==> config.mk <==
export PLATFORM = sky130hd
export DESIGN_NAME = rx_match_sync
export DESIGN_NICKNAME = d
export VERILOG_FILES = /design/src/rtl/rms_pkg.sv /design/src/rtl/rms_bit_gate.sv /design/src/rtl/rms_shifter.sv /design/src/rtl/rms_detector.sv /design/src/rtl/rx_match_sync.sv
export SDC_FILE = /design/constraint.sdc
export NUM_CORES = 1
export LEC_CHECK = 0
export BUFFER_PORTS_ARGS = -buffer_cell sky130_fd_sc_hd__buf_4
export CORE_MARGIN = 5
export CORE_UTILIZATION = 45
export DETAILED_ROUTE_END_ITERATION = 10
export GPL_ROUTABILITY_DRIVEN = 0
export PLACE_DENSITY = 0.66
export SYNTH_ARGS = -nofsm -noshare
export SYNTH_HDL_FRONTEND = slang
export SYNTH_HIERARCHICAL = 1
export SYNTH_SLANG_ARGS = --single-unit
==> constraint.sdc <==
create_clock -name clk -period 2.2 [get_ports clk]
set_input_delay 0.22 -clock clk [delete_from_list [all_inputs] [get_ports clk]]
set_output_delay 0.22 -clock clk [all_outputs]
set_load 0.01 [all_outputs]
==> src/rtl/rms_pkg.sv <==
`timescale 1ns/1ps
package rms_pkg;
  typedef enum logic {
    ST_HUNT = 1'b0,
    ST_LOAD = 1'b1
  } rms_state_e;
endpackage

==> src/rtl/rms_bit_gate.sv <==
`timescale 1ns/1ps
module rms_bit_gate #(
  parameter int CNT_W = 3
) (
  input  logic             clk,
  input  logic             rst,
  input  logic             rx_en,
  input  logic             rx_rst,
  input  logic             bit_valid,
  input  logic             tdm_mode,
  input  logic             tdm_slot,
  output logic             bit_ok,
  output logic             clr,
  output logic [CNT_W-1:0] cur_pos
);
  logic [CNT_W-1:0] pos_q;
  logic             slot_prev_q;
  logic             slot_start;

  assign clr        = ~rx_en | rx_rst;
  assign bit_ok     = rx_en & ~rx_rst & bit_valid & (~tdm_mode | tdm_slot);
  assign slot_start = tdm_mode & tdm_slot & ~slot_prev_q;
  assign cur_pos    = slot_start ? '0 : pos_q;

  always_ff @(posedge clk) begin
    if (rst) begin
      pos_q       <= '0;
      slot_prev_q <= 1'b0;
    end else begin
      if (clr) begin
        pos_q <= '0;
      end else if (bit_ok) begin
        pos_q <= cur_pos + {{(CNT_W-1){1'b0}}, 1'b1};
      end
      if (rx_rst) begin
        slot_prev_q <= 1'b0;
      end else if (bit_valid) begin
        slot_prev_q <= tdm_slot;
      end
    end
  end

  AST_GRID_CLEARED: assert property (@(posedge clk) disable iff (rst)
    $past(clr) |-> pos_q == '0);
endmodule

==> src/rtl/rms_shifter.sv <==
`timescale 1ns/1ps
module rms_shifter #(
  parameter int DATA_W = 8,
  parameter int FILL_W = 3
) (
  input  logic              clk,
  input  logic              rst,
  input  logic              clr,
  input  logic              bit_ok,
  input  logic              bit_in,
  input  logic              msb_first,
  output logic [DATA_W-1:0] win_next,
  output logic              win_full
);
  localparam logic [FILL_W-1:0] FILL_MAX = FILL_W'(DATA_W - 1);

  logic [DATA_W-1:0] sh_q;
  logic [FILL_W-1:0] fill_q;
  logic [DATA_W-1:0] in_lsb;
  logic [DATA_W-1:0] in_msb;

  assign in_lsb   = {bit_in, sh_q[DATA_W-1:1]};
  assign in_msb   = {sh_q[DATA_W-2:0], bit_in};
  assign win_next = msb_first ? in_msb : in_lsb;
  assign win_full = (fill_q == FILL_MAX);

  always_ff @(posedge clk) begin
    if (rst) begin
      sh_q   <= '0;
      fill_q <= '0;
    end else if (clr) begin
      sh_q   <= '0;
      fill_q <= '0;
    end else if (bit_ok) begin
      sh_q <= win_next;
      if (fill_q != FILL_MAX) begin
        fill_q <= fill_q + {{(FILL_W-1){1'b0}}, 1'b1};
      end
    end
  end

  AST_FILL_SATURATES: assert property (@(posedge clk) disable iff (rst)
    ($past(win_full) && !$past(clr)) |-> win_full);
endmodule

==> src/rtl/rms_detector.sv <==
`timescale 1ns/1ps
module rms_detector #(
  parameter int DATA_W = 8,
  parameter int CNT_W  = 3
) (
  input  logic [DATA_W-1:0] win_next,
  input  logic [DATA_W-1:0] match_char,
  input  logic              win_full,
  input  logic              align_octet,
  input  logic [CNT_W-1:0]  cur_pos,
  output logic              hit
);
  localparam logic [CNT_W-1:0] LAST_POS = CNT_W'(DATA_W - 1);

  logic [DATA_W-1:0] eq;

  for (genvar gi = 0; gi < DATA_W; gi++) begin : g_cmp
    assign eq[gi] = ~(win_next[gi] ^ match_char[gi]);
  end

  assign hit = (&eq) & win_full & (~align_octet | (cur_pos == LAST_POS));
endmodule

==> src/rtl/rx_match_sync.sv <==
`timescale 1ns/1ps
module rx_match_sync #(
  parameter int DATA_W = 8
) (
  input  logic                      clk,
  input  logic                      rst,
  input  logic                      rx_en,
  input  logic                      rx_rst,
  input  logic                      bit_valid,
  input  logic                      bit_in,
  input  logic                      tdm_mode,
  input  logic                      tdm_slot,
  input  logic                      tdm_msb_first,
  input  logic                      match_en,
  input  logic                      align_octet,
  input  logic [DATA_W-1:0]         match_char,
  input  logic                      fifo_full,
  output logic                      fifo_wr,
  output logic [DATA_W-1:0]         fifo_data,
  output logic                      match_stat,
  output logic [$clog2(DATA_W)-1:0] match_offset,
  output logic                      match_pulse,
  output logic                      overrun
);
  import rms_pkg::*;

  localparam int CNT_W = $clog2(DATA_W);
  localparam int FILL_W = $clog2(DATA_W);
  localparam logic [CNT_W-1:0] LAST_POS = CNT_W'(DATA_W - 1);

  logic              bit_ok;
  logic              clr;
  logic [CNT_W-1:0]  cur_pos;
  logic [DATA_W-1:0] win_next;
  logic              win_full;
  logic              hit;
  logic              msb_first;
  logic              last_pos;
  logic              wr_req;
  rms_state_e        state_q;
  logic [CNT_W-1:0]  pcnt_q;

  assign msb_first = tdm_mode & tdm_msb_first;
  assign last_pos  = (cur_pos == LAST_POS);

  rms_bit_gate #(.CNT_W(CNT_W)) u_gate (
    .clk       (clk),
    .rst       (rst),
    .rx_en     (rx_en),
    .rx_rst    (rx_rst),
    .bit_valid (bit_valid),
    .tdm_mode  (tdm_mode),
    .tdm_slot  (tdm_slot),
    .bit_ok    (bit_ok),
    .clr       (clr),
    .cur_pos   (cur_pos)
  );

  rms_shifter #(.DATA_W(DATA_W), .FILL_W(FILL_W)) u_shift (
    .clk       (clk),
    .rst       (rst),
    .clr       (clr),
    .bit_ok    (bit_ok),
    .bit_in    (bit_in),
    .msb_first (msb_first),
    .win_next  (win_next),
    .win_full  (win_full)
  );

  rms_detector #(.DATA_W(DATA_W), .CNT_W(CNT_W)) u_det (
    .win_next    (win_next),
    .match_char  (match_char),
    .win_full    (win_full),
    .align_octet (align_octet),
    .cur_pos     (cur_pos),
    .hit         (hit)
  );

  always_comb begin
    wr_req = 1'b0;
    if (bit_ok) begin
      if (state_q == ST_HUNT) begin
        wr_req = match_en ? hit : last_pos;
      end else begin
        wr_req = match_en ? (pcnt_q == LAST_POS) : last_pos;
      end
    end
  end

  always_ff @(posedge clk) begin
    if (rst) begin
      state_q      <= ST_HUNT;
      pcnt_q       <= '0;
      match_stat   <= 1'b0;
      match_offset <= '0;
      match_pulse  <= 1'b0;
      fifo_wr      <= 1'b0;
      fifo_data    <= '0;
      overrun      <= 1'b0;
    end else begin
      fifo_wr     <= 1'b0;
      overrun     <= 1'b0;
      match_pulse <= 1'b0;
      if (clr) begin
        state_q      <= ST_HUNT;
        pcnt_q       <= '0;
        match_stat   <= 1'b0;
        match_offset <= '0;
      end else if (bit_ok) begin
        if (state_q == ST_HUNT) begin
          if (!match_en) begin
            state_q      <= ST_LOAD;
            match_stat   <= 1'b1;
            match_offset <= '0;
          end else if (hit) begin
            state_q      <= ST_LOAD;
            match_stat   <= 1'b1;
            match_offset <= cur_pos;
            match_pulse  <= 1'b1;
            pcnt_q       <= '0;
          end
        end else begin
          pcnt_q <= (pcnt_q == LAST_POS) ? '0 : pcnt_q + {{(CNT_W-1){1'b0}}, 1'b1};
        end
        if (wr_req) begin
          fifo_data <= win_next;
          if (fifo_full) begin
            overrun <= 1'b1;
          end else begin
            fifo_wr <= 1'b1;
          end
        end
      end
    end
  end

  AST_IDLE_WHEN_OFF: assert property (@(posedge clk) disable iff (rst)
    !$past(rx_en) |-> (!fifo_wr && !match_stat && !overrun));
  AST_WR_NEEDS_STAT: assert property (@(posedge clk) disable iff (rst)
    fifo_wr |-> match_stat);
  AST_ALIGNED_OFS: assert property (@(posedge clk) disable iff (rst)
    (match_pulse && $past(align_octet)) |-> match_offset == LAST_POS);
  AST_OFFSET_HELD: assert property (@(posedge clk) disable iff (rst)
    (match_stat && $past(match_stat)) |-> $stable(match_offset));
  AST_RRES_CLEARS: assert property (@(posedge clk) disable iff (rst)
    $past(rx_rst) |-> !match_stat);
  AST_WR_XOR_OVR: assert property (@(posedge clk) disable iff (rst)
    !(fifo_wr && overrun));
  AST_PULSE_OFFERS: assert property (@(posedge clk) disable iff (rst)
    match_pulse |-> ((fifo_wr || overrun) && $past(match_en)));
  AST_PULSE_ONCE: assert property (@(posedge clk) disable iff (rst)
    match_pulse |=> !match_pulse);
endmodule

==> results_dict.tcl <==
set metrics [dict create \
    outcome "finished clean" \
    cts-hold-fix-buffers 0 \
    crit_path_end_kind "flop" \
    fmax_ghz 0.503 \
    htreeDepth 2 \
    clockBufferDepth 2 \
    syn_area_um2 1830 \
    synthAdderAreaFrac_pct 3.41 \
    fillCellCount 373 \
    hold_viol 0 \
    critPathLaunchType "flop" \
    synth-simple-area-share_pct 24.6 \
    cts_tree "done" \
    synth_top_flop_cell "dfxtp_1" \
    grt_pass1_wl_um 6600 \
    syn2layout_area_growth_pct 26.1 \
    clk_latency_ps 280 \
    stdcell_area_um2 2310 \
    cp.required_ps 2430 \
    start_util_pct 46.2 \
    hp-class "input port to flop" \
    dpl_cell_area_um2 2200 \
    slew_viol_final 0 \
    ant_nets 0 \
    synth_compound_area_share_pct 7.71 \
    muxShareOfSynthArea_pct 18.1 \
    num_rows 23 \
    critPathTopFamily "compound AO/OA/AOI/OAI gates" \
    post-route-period-util_pct 90.4 \
    setup_viol 0 \
    synth_cell_types 39 \
    slew_headroom_pct 75.6 \
    pre_cts_slack_ps -368 \
    syn_avg_cell_area_um2 10.6 \
    critical_path_class "flop to flop" \
    syn_inst 173 \
    nNetsFinal 245 \
    rsz0062_at_grt "false" \
    ys_ff_latch 34 \
    vias 1376 \
    internal_power_uw 1010 \
    hold_ws_ps 92.4 \
    fin_ws_ps 211 \
    grt_max_degree 33 \
    fp.coreArea_um2 3970 \
    combPwrFrac_pct 9.1 \
    antenna_cells 0 \
    clk_pin_slew_ps 70 \
    cp.depth 9 \
    period_minus_slack_ps 1990 \
    die-area_um2 5450 \
    synth_top_family_by_area "simple AND/OR/NAND/NOR gates" \
    sw_frac_of_total_pct 21.8 \
    crit_chain "ha_1 -> ha_1 -> nand2_1 -> a2111oi_2 -> buf_4 -> buf_4 -> nand2_1 -> nor4_4 -> a22o_1" \
    cp.buffers_inverters 2 \
    wl_um 3850 \
    timing.rr.start "u_shift/fill_q[0]" \
    wl_per_cell_um 14.2 \
    finClkSkew_ps 4.39 \
    synth_nets 198 \
    power_frac_clock_pct 43.1 \
    crit_fanout 4 \
    leakage_uw 0.000949 \
    grt_usage_pct 15.9 \
    min-delay-start "fifo_full" \
    drt_first_pass_iters 4 \
    seqPwrFrac_pct 47.8 \
    power_uw 1290 \
    grt_overflow_total 0 \
    cts.sinks 34 \
    cts_setup_buffers 0 \
    root_buffer "clkbuf_8" \
    viasPerCell 5.08 \
    synth-xor-area-share_pct 4.30 \
    rr_endpoint "match_offset[0]" \
    power-per-cell-area_nw_per_um2 559 \
    die_w_um 73.8 \
    r2r_cells 9 \
    r2r_slack_ps 210 \
    io_pins 35 \
    drcViolationCount 0 \
    drtIter0Drc 50 \
    worst_slew_pin_slew_ps 365 \
    ir_drop_uv 335 \
    instances_no_fill 271 \
    hpwl_um 3030 \
    min_to "fifo_wr" \
    io_buffer_count 34 \
    whs_path_depth 2 \
    worst_path_max_delay_cell "a2111oi_2" \
    ys_warn_count 6 \
    drv_cap 0 \
    critPathMaxStageDelay_ps 390 \
    synth-async-reset-ratio_pct 0 \
    synth_seq_area_share_pct 37.1 \
    arrival_ps 2220 \
    drive_gt1_share_pct 39.4 \
    antenna_found_initial 0 \
    grt_pass1_vias 1483 \
    die_h_um 73.8 \
    numCtsBuffers 5 \
    dp_cells 263 \
    synth-edff-count 0 \
    switchingPower_uw 281 \
]
metal layers:
layer,GRT usage [%],share of wire [%]
met1,18.1,42
met2,26.4,49
met3,5.20,5.8
met4,7.85,2.3
met5,0,0
state kept, by name, indices dropped and copies added, names as in the netlist:
name	flops
fifo_data	8
fifo_wr	1
match_offset	3
match_pulse	1
match_stat	1
overrun	1
pcnt_q	3
state_q	1
u_gate/pos_q	3
u_gate/slot_prev_q	1
u_shift/fill_q	3
u_shift/sh_q	8
logic make-up after synthesis:
kind of cell / count (synthesis)
simple gates: 64
flops: 34
mux: 28
compound gates: 20
buf+inv: 13
xor+xnor: 9
fa+ha+maj: 5
layout by cell type (no fill, tap or decap), types with 2 or more instances in the layout:
cell type,n
a21oi_1,7
a22o_1,3
a31oi_1,3
and2_2,3
buf_4,51
clkbuf_8,5
clkinv_2,2
dfxtp_1,34
ha_1,5
inv_1,2
mux2_4,8
mux2i_1,19
nand2_1,4
nand2b_1,17
nand2b_4,2
nand3_1,6
nand3b_1,2
nand4_1,2
nand4bb_1,2
nor2_1,3
nor3_1,9
nor3_2,5
o21ai_0,3
xnor2_1,9
how the worst max path moves through the flow:
stage	slack [ps]	start	to
2_1_floorplan	60	tdm_mode	fifo_data[0]
4_1_cts	90	tdm_mode	fifo_data[0]
3_3_place_gp	-320	tdm_mode	fifo_data[1]
3_5_place_dp	-370	tdm_mode	fifo_data[7]
5_1_grt	40	u_shift/sh_q[4]	match_offset[0]
6_report	210	u_shift/fill_q[0]	match_offset[0]
per-stage QoR:
stage	util [%]	setup TNS, ps
3_5_place_dp	55.4	-5720
4_1_cts	58.2	0
3_3_place_gp	55.4	-4950
2_1_floorplan	-	0
5_1_grt	58.3	0
6_report	58.3	0
final cells by class:
class / count / area [um2] / share of cell area [%]
multi-input combinational: 126 / 1070 / 46.3
sequential: 34 / 681 / 29.4
tap: 50 / 62.6 / 2.70
inverter: 2 / 7.51 / 0.324
clock buffer: 5 / 68.8 / 2.97
timing repair buffer: 51 / 383 / 16.5
clock inverter: 3 / 40.0 / 1.73
cells in the mapped netlist (2+ instances only):
library cell | number | area [um2]
nand4_1 | 2 | 12.5
dfxtp_1 | 34 | 681
mux2_4 | 8 | 120
nand4bb_1 | 2 | 22.5
ha_1 | 5 | 62.6
a31oi_1 | 3 | 18.8
clkbuf_1 | 3 | 11.3
xnor2_1 | 9 | 78.8
nor2_1 | 3 | 11.3
nand3_1 | 6 | 30.0
o21ai_0 | 3 | 15.0
nor3_2 | 5 | 50.1
buf_2 | 3 | 15.0
a21oi_1 | 7 | 35.0
nand2b_1 | 17 | 106
nand2_1 | 4 | 15.0
nor3_1 | 9 | 45.0
a22o_1 | 3 | 26.3
and2_2 | 3 | 22.5
mux2i_1 | 19 | 190
buf_6 | 4 | 45.0
inv_1 | 2 | 7.51
nand2b_4 | 2 | 27.5
nand3b_1 | 2 | 15.0
power by group through the flow:
stage	sequential [uW]	combinational [uW]	clock [uW]
after floorplan	632	72.7	0
after global placement	632	115	0
after detailed placement	632	118	0
after CTS	618	118	572
after global routing	618	127	603
final	618	118	558
what timing repair did:
item / 4_1_cts / 5_1_grt
endpoints found under the setup margin: 12 / 11
gates cloned: 0 / 0
gates resized for setup: 1 / 2
pin swaps: 0 / 0
Note: power is estimated with default switching activity, not from simulation.
